--- src/rtl/sgd_pkg.sv ---
package sgd_pkg;
  localparam int FX_W    = 12;
  localparam int FX_FRAC = 8;
  localparam int FX_MAX  = (1 << (FX_W - 1)) - 1;
  localparam int FX_MIN  = -(1 << (FX_W - 1));
  typedef logic signed [FX_W-1:0] fx_t;
endpackage

--- src/rtl/sgd_lr_sched.sv ---
module sgd_lr_sched #(
  parameter int SHIFT_W      = 4,
  parameter int SHIFT_INIT   = 3,
  parameter int SHIFT_LIMIT  = 7,
  parameter int FIRST_EPOCHS = 2,
  parameter int LATER_EPOCHS = 4
) (
  input  logic               clk,
  input  logic               rst_n,
  input  logic               epoch_done_i,
  output logic [SHIFT_W-1:0] shift_o
);
  localparam int CNT_W = $clog2(FIRST_EPOCHS > LATER_EPOCHS ? FIRST_EPOCHS : LATER_EPOCHS) + 1;

  logic [CNT_W-1:0]   cnt_q, cnt_d;
  logic [SHIFT_W-1:0] shift_q, shift_d;

  always_comb begin
    cnt_d   = cnt_q;
    shift_d = shift_q;
    if (cnt_q == '0) begin
      cnt_d = CNT_W'(LATER_EPOCHS - 1);
      if (shift_q < SHIFT_W'(SHIFT_LIMIT)) shift_d = shift_q + 1'b1;
    end else begin
      cnt_d = cnt_q - 1'b1;
    end
  end

  always_ff @(posedge clk or negedge rst_n) begin
    if (!rst_n) begin
      cnt_q   <= CNT_W'(FIRST_EPOCHS - 1);
      shift_q <= SHIFT_W'(SHIFT_INIT);
    end else if (epoch_done_i) begin
      cnt_q   <= cnt_d;
      shift_q <= shift_d;
    end
  end

  assign shift_o = shift_q;
endmodule

--- src/rtl/sgd_lane.sv ---
module sgd_lane
  import sgd_pkg::*;
#(
  parameter int SHIFT_W = 4
) (
  input  fx_t                old_i,
  input  fx_t                act_i,
  input  fx_t                delta_i,
  input  logic [SHIFT_W-1:0] shift_i,
  output fx_t                new_o
);
  localparam int PROD_W = 2 * FX_W;
  localparam int SH_W   = $clog2(PROD_W) + 1;

  logic signed [PROD_W-1:0] prod, term;
  logic signed [PROD_W:0]   diff;
  logic [SH_W-1:0]          sh_tot;

  always_comb begin
    prod   = PROD_W'(act_i) * PROD_W'(delta_i);
    sh_tot = SH_W'(FX_FRAC) + SH_W'(shift_i);
    term   = prod >>> sh_tot;
    diff   = (PROD_W+1)'(old_i) - (PROD_W+1)'(term);
    if (diff > (PROD_W+1)'(FX_MAX))      new_o = fx_t'(FX_MAX);
    else if (diff < (PROD_W+1)'(FX_MIN)) new_o = fx_t'(FX_MIN);
    else                                 new_o = diff[FX_W-1:0];
  end
endmodule

--- src/rtl/sgd_row_updater.sv ---
module sgd_row_updater
  import sgd_pkg::*;
#(
  parameter int ROWS        = 8,
  parameter int N_W         = 4,
  parameter int N_B         = 2,
  parameter int SHIFT_W     = 4,
  parameter int SHIFT_INIT  = 3,
  parameter int SHIFT_LIMIT = 7,
  localparam int ROW_AW     = $clog2(ROWS),
  localparam int SLOTS      = N_W + N_B,
  localparam int ROW_BITS   = SLOTS * FX_W
) (
  input  logic                  clk,
  input  logic                  rst_n,
  input  logic                  step_i,
  input  logic [N_W*FX_W-1:0]   act_i,
  input  logic [N_B*FX_W-1:0]   delta_i,
  input  logic                  epoch_done_i,
  output logic                  rd_en_o,
  output logic [ROW_AW-1:0]     rd_addr_o,
  input  logic [ROW_BITS-1:0]   rd_data_i,
  output logic                  wr_en_o,
  output logic [ROW_AW-1:0]     wr_addr_o,
  output logic [ROW_BITS-1:0]   wr_data_o,
  output logic [SHIFT_W-1:0]    lr_shift_o
);
  localparam int PER = N_W / N_B;

  logic [SHIFT_W-1:0]  shift;
  logic [ROW_AW-1:0]   row_q, row_d;
  logic                s1_vld_q, s2_vld_q;
  logic [ROW_AW-1:0]   s1_addr_q, s2_addr_q;
  logic [N_W*FX_W-1:0] s1_act_q;
  logic [N_B*FX_W-1:0] s1_dlt_q;
  logic [SHIFT_W-1:0]  s1_shift_q;
  logic [ROW_BITS-1:0] upd_row, s2_row_q;

  sgd_lr_sched #(
    .SHIFT_W     (SHIFT_W),
    .SHIFT_INIT  (SHIFT_INIT),
    .SHIFT_LIMIT (SHIFT_LIMIT)
  ) u_sched (
    .clk          (clk),
    .rst_n        (rst_n),
    .epoch_done_i (epoch_done_i),
    .shift_o      (shift)
  );

  // row pointer next state
  always_comb begin
    row_d = (row_q == ROW_AW'(ROWS - 1)) ? '0 : row_q + 1'b1;
  end

  always_ff @(posedge clk or negedge rst_n) begin
    if (!rst_n) row_q <= '0;
    else if (step_i) row_q <= row_d;
  end

  // stage 1: capture operands alongside the memory read
  always_ff @(posedge clk or negedge rst_n) begin
    if (!rst_n) s1_vld_q <= 1'b0;
    else        s1_vld_q <= step_i;
  end

  always_ff @(posedge clk or negedge rst_n) begin
    if (!rst_n) begin
      s1_addr_q  <= '0;
      s1_act_q   <= '0;
      s1_dlt_q   <= '0;
      s1_shift_q <= '0;
    end else if (step_i) begin
      s1_addr_q  <= row_q;
      s1_act_q   <= act_i;
      s1_dlt_q   <= delta_i;
      s1_shift_q <= shift;
    end
  end

  // per-slot update lanes
  for (genvar k = 0; k < N_W; k++) begin : g_w
    sgd_lane #(.SHIFT_W(SHIFT_W)) u_lane (
      .old_i   (rd_data_i[k*FX_W +: FX_W]),
      .act_i   (s1_act_q[k*FX_W +: FX_W]),
      .delta_i (s1_dlt_q[(k/PER)*FX_W +: FX_W]),
      .shift_i (s1_shift_q),
      .new_o   (upd_row[k*FX_W +: FX_W])
    );
  end
  for (genvar j = 0; j < N_B; j++) begin : g_b
    sgd_lane #(.SHIFT_W(SHIFT_W)) u_lane (
      .old_i   (rd_data_i[(N_W+j)*FX_W +: FX_W]),
      .act_i   (fx_t'(1 << FX_FRAC)),
      .delta_i (s1_dlt_q[j*FX_W +: FX_W]),
      .shift_i (s1_shift_q),
      .new_o   (upd_row[(N_W+j)*FX_W +: FX_W])
    );
  end

  // stage 2: write-back register
  always_ff @(posedge clk or negedge rst_n) begin
    if (!rst_n) s2_vld_q <= 1'b0;
    else        s2_vld_q <= s1_vld_q;
  end

  always_ff @(posedge clk or negedge rst_n) begin
    if (!rst_n) begin
      s2_addr_q <= '0;
      s2_row_q  <= '0;
    end else if (s1_vld_q) begin
      s2_addr_q <= s1_addr_q;
      s2_row_q  <= upd_row;
    end
  end

  assign rd_en_o    = step_i;
  assign rd_addr_o  = row_q;
  assign wr_en_o    = s2_vld_q;
  assign wr_addr_o  = s2_addr_q;
  assign wr_data_o  = s2_row_q;
  assign lr_shift_o = shift;
endmodule

--- config.mk ---
export PLATFORM = sky130hd
export DESIGN_NAME = sgd_row_updater
export DESIGN_NICKNAME = d
export VERILOG_FILES = /design/src/rtl/sgd_pkg.sv /design/src/rtl/sgd_lr_sched.sv /design/src/rtl/sgd_lane.sv /design/src/rtl/sgd_row_updater.sv
export SDC_FILE = /design/constraint.sdc
export NUM_CORES = 2
export LEC_CHECK = 0
export ABC_AREA = 1
export BUFFER_PORTS_ARGS = -buffer_cell sky130_fd_sc_hd__buf_4
export CORE_ASPECT_RATIO = 0.8
export CORE_MARGIN = 10
export CORE_UTILIZATION = 57
export DETAILED_ROUTE_END_ITERATION = 10
export PLACE_DENSITY = 0.75
export SLEW_MARGIN = 20
export SYNTH_ARGS = -nofsm -noshare
export SYNTH_HDL_FRONTEND = slang
export SYNTH_SLANG_ARGS = --single-unit
--- constraint.sdc ---
create_clock -name clk -period 12.1 [get_ports clk]
set_input_delay 1.815 -clock clk [delete_from_list [all_inputs] [get_ports clk]]
set_output_delay 1.815 -clock clk [all_outputs]
set_load 0.005 [all_outputs]
* Word-level counts from Yosys, hierarchy flattened
Cells that the tools add are included.
Operators by class: muxes and demuxes 14, $add $sub $neg 10, equal/unequal tests 1, shift-type cells 6, multiply operators 4, reduce and logical (&&, ||, !) cells 2, magnitude comparators 13
Operators with widths (number):
- greater-than comparator 25 x 12 -> 1 bit (second input constant) | 6
- < comparator 25 x 12 -> 1 bit (second input constant) | 6
- subtractor 12 x 24 -> 25 bit | 6
- 2-to-1 mux 12 bit | 12
- multiplier 12 x 12 -> 24 bit | 4
- >>> shifter 24 x 5 -> 24 bit | 4
- >>> shifter 20 x 5 -> 24 bit | 2
- 2-to-1 mux 3 bit | 2
- adder 4 x 4 -> 5 bit (first input constant) | 1
- adder 4 x 1 -> 4 bit (second input constant) | 1
- < comparator 4 x 3 -> 1 bit (second input constant) | 1
- adder 3 x 1 -> 3 bit (second input constant) | 1
- equality test 3 bit (second input constant) | 1
- zero test 3 bit | 1
- AND reduction 3 bit | 1
- subtractor 3 x 1 -> 3 bit (second input constant) | 1
Word-level totals: output and inout bits 84, bits in registers 166

* Depth between registers and ports, before layout
word-level depth 6, depth in mapped cells 52

* Hierarchy
A second synthesis with hierarchy kept.
Second synthesis, totals: cell total of the unflattened synthesis 8161, area, all modules 55075.3 um^2
By module, submodules not included:
- sgd_lane (g_b[1].u_lane ...) | cells an instance 1246, area each 8131.5 um^2, sequential area each 0.0 um^2, instances 2
- sgd_lane (g_w[3].u_lane) | cells an instance 1262, area each 8182.8 um^2, sequential area each 0.0 um^2, instances 1
- sgd_lane (g_b[0].u_lane) | cells an instance 1260, area each 8120.3 um^2, sequential area each 0.0 um^2, instances 1
- sgd_lane (g_w[2].u_lane) | cells an instance 1226, area each 8046.5 um^2, sequential area each 0.0 um^2, instances 1
- sgd_lane (g_w[1].u_lane) | cells an instance 1212, area each 8000.2 um^2, sequential area each 0.0 um^2, instances 1
- sgd_row_updater | cells an instance 671, area each 6107.1 um^2, sequential area each 3978.8 um^2, instances 1
- sgd_lr_sched | cells an instance 38, area each 355.3 um^2, sequential area each 178.9 um^2, instances 1

* Least setup slack after synthesis
No wires, ideal clock.
kind reg2reg, start register s1_dlt_q[5], end register s2_row_q[1], in the netlist wr_data_o[1], period minus slack after synthesis 7514 ps, setup time 117 ps, data required time 11983 ps, arrival time 7397 ps, slack 4586 ps, stages on the path, launching flop included 42, cells stage by stage dfrtp_1 -> clkbuf_1 -> clkbuf_1 -> nand2_1 -> fa_1 -> inv_1 -> fa_1 -> inv_1 -> fa_1 -> fa_1 -> inv_1 -> fa_1 -> ha_1 -> inv_1 -> nor3_1 -> nand2_1 -> nor2_1 -> nand2_1 -> [... 6 more ...] -> nand3_1 -> nand3_1 -> fa_1 -> nand3_1 -> nand3_1 -> nand2_1 -> nand2_2 -> nand2_1 -> nand3b_1 -> nand2_1 -> nand2_1 -> nor3_1 -> o211ai_2 -> nand3_2 -> buf_6 -> nand2_1 -> nand2_1 -> nand2_1
On the way: cells in the longest elaborated chain, start to end 6, elaborated cells between the ends (all ways) 7
RTL lines:
- start, declared | line sgd_row_updater.sv:35 | logic [N_B*FX_W-1:0] s1_dlt_q;
- start signal, assigned | line sgd_row_updater.sv:75 | s1_dlt_q <= delta_i;
- multiplier 12 x 12 -> 24 bit * | line sgd_lane.sv:20 | prod = PROD_W'(act_i) * PROD_W'(delta_i);
- >>> shifter 24 x 5 -> 24 bit * | line sgd_lane.sv:22 | term = prod >>> sh_tot;
- subtractor 12 x 24 -> 25 bit * | line sgd_lane.sv:23 | diff = (PROD_W+1)'(old_i) - (PROD_W+1)'(term);
- < comparator 25 x 12 -> 1 bit | line sgd_lane.sv:25 | else if (diff < (PROD_W+1)'(FX_MIN)) new_o = fx_t'(FX_MIN);
- 2-to-1 mux 12 bit | line sgd_lane.sv:25
- 2-to-1 mux 12 bit * | line sgd_lane.sv:24 | if (diff > (PROD_W+1)'(FX_MAX)) new_o = fx_t'(FX_MAX);
- end signal, assigned | line sgd_row_updater.sv:112 | s2_row_q <= upd_row;
- end, declared | line sgd_row_updater.sv:37 | logic [ROW_BITS-1:0] upd_row, s2_row_q;
Mark *: on every way between the ends. The rest lies on a longest branch, timed or not. A chain may end at the register's enable or synchronous reset.

* Worst setup path in the final report
start register s1_dlt_q[23], end register s2_row_q[27], in the netlist wr_data_o[27]
The elaborated chain is that of the path after synthesis.

==> reports/qor.yml <==
crit_fanout: 21
hpwlAfterDp_um: 101000
synth_nets: 7040
synth_edf_count: 0
setup_viol: 0
die_x_um: 319
muxShareOfSynthArea_pct: 1.12
cp_common_cell: "nand2_1"
finalCriticalPeriod_ns: 9.78
instances_no_fill: 7051
cts_resized: 0
boundaryPins: 232
synth_top_family_by_area: "adder cells"
dp.cells: 7016
rsz0062_at_grt: "no"
critPathTopFamily: "simple AND/OR/NAND/NOR gates"
async_reset_ff_share_pct: 100
syn-cell-area_um2: 40800
nets: 7117
cts_tree: "done"
yosysSeqAreaShare_pct: 10.2
overflow: 0
status: "complete, no violations"
drc: 0
synthesis.instances: 6024
cts_inserted_buffers: 17
track_usage_pct: 30.2
numClockSinks: 166
post_cts_buffers: 0
ant_nets: 0
worst_hold_slack_ns: 0.484
vias: 38185
final_common_cell: "nand2_1"
final-hold-violation-count: 0
maxSlewHeadroom_pct: 23.9
cts-htree-levels: 4
critPathCaptureType: "register"
die-area_um2: 82700
final_max_slew_viol_count: 0
drt-initial-drc-count: 3011
holdBufCountCts: 0
slowest_stage: "clkinv_1"
wire_per_inst_um: 17.4
cts.clk_slew.worst_paths_ns: 0.08
crit_type: "register to register"
fin_skew_ns: 0.0185
area_growth_pct: 7.29
clockBufferDepth: 2
vias_per_cell: 5.42
cp.arrival_ns: 10.18
routabilityCongestion: 0.987
antenna_found_initial: 3
avgSynthCellArea_um2: 6.77
max_stage_delay_ns: 1.11
synth_ff_type: "dfrtp_1"
drive_gt1_share_pct: 6.69
maxCapViolCount: 0
worst_setup_path_start_kind: "register"
grt_pass1_vias: 38654
cts-root-buf: "clkbuf_16"
rows: 87
fin_crit_sh_pct: 80.9
layout_common_cells: "1955 x nand2_1, 1256 x inv_1, 550 x fa_1"
ys_types: 56
yosys_warnings: 0
grt_max_degree: 81
tightest_slew_ns: 1.14
insertion_delay_ns: 0.52
synthSimpleGateAreaFrac_pct: 29.0
drt_wl_total_um: 123000
start_util_pct: 57.7
crit_buf_inv: 4
port_buffers: 231
die_h_um: 259
synth_fa_ha_area_share_pct: 36.8
synthXorXnorAreaFrac_pct: 2.28
fp.coreArea_um2: 70600
required_ns: 12.49
grt_pass1_wl_um: 202000
synth_compound_area_share_pct: 6.94
drt_pre_antenna_iters: 6
hold_class: "register to register"
fin_setup_tns_ns: 0
ys_ff_latch: 166
fmax_mhz: 102
tightest hold or removal path, stage by stage (launching register included):
cell	delay [ns]
dfrtp_1	0.35
nand2_1	0.05
nand2_1	0.06
logic make-up (layout without fill, tap and decap cells):
kind of cell	after synthesis	in the layout
muxes	41	41
xor gates and xnor gates	105	105
and+or+nand+nor	2857	2857
AOI/OAI and AO/OA	515	515
DFF	166	166
adders and majority gates	868	868
buffers and inverters	1472	1562
other	0	3
synthesized netlist by cell type (all sizes together), types with 35 or more instances:
cell type / instances / area [um2]
clkbuf: 169 / 634
nor2: 297 / 1150
xor2: 47 / 419
dfrtp: 163 / 4080
fa: 550 / 11000
buf: 40 / 205
nand3: 435 / 2210
inv: 1259 / 4730
o21ai: 208 / 1040
xnor2: 58 / 508
ha: 318 / 3980
nand4: 64 / 400
nand3b: 35 / 263
nand2: 1967 / 7410
mux2: 36 / 405
a21oi: 226 / 1160
final timing paths:
check	from	end	slack, ns	cells after the start
min reg2reg	wr_data_o[12]	wr_data_o[12]	0.48	2
max reg2reg	s1_dlt_q[23]	wr_data_o[27]	2.32	39
max in group asynchronous	rst_n	wr_addr_o[2]	8.86	3
min in group asynchronous	rst_n	s1_act_q[16]	1.31	1
min	wr_data_o[12]	wr_data_o[12]	0.48	2
max	s1_dlt_q[23]	wr_data_o[27]	2.32	39
final cells by class:
class / instances / area, um2
Clock buffer: 18 / 429
Antenna cell: 3 / 7.51
Clock inverter: 14 / 185
Fill cell: 6678 / 26900
Timing Repair Buffer: 267 / 2010
Tap cell: 934 / 1170
Sequential cell: 166 / 4160
Inverter: 1263 / 4740
Multi-Input combinational cell: 4386 / 31000
metal layers:
layer	part of all wire, %	track usage [%]	wire [um]
met1	42	38.6	52100
met2	47	51.2	57600
met3	7.2	5.29	8860
met4	3.3	10.5	4030
met5	0	0	0
per-stage QoR:
step	setup slack (ns)	util [%]	cell area, um2
after global placement	2.62	61.0	43100
after floorplan	4.59	-	40800
after global routing	1.65	61.9	43700
after CTS	2.42	61.9	43700
final	2.32	61.9	43700
after detailed placement	2.43	61.0	43100
state kept, by name, indices dropped and copies added (netlist names):
register,count
wr_en_o,1
rd_addr_o,3
s1_addr_q,3
wr_data_o,72
s1_vld_q,1
wr_addr_o,3
u_sched.shift_o,4
s1_shift_q,4
s1_dlt_q,24
u_sched.cnt_q,3
s1_act_q,48
Power is left out: the tool's default activity adds up to more than one toggle a clock period on the data nets, which glitch-free logic cannot reach.
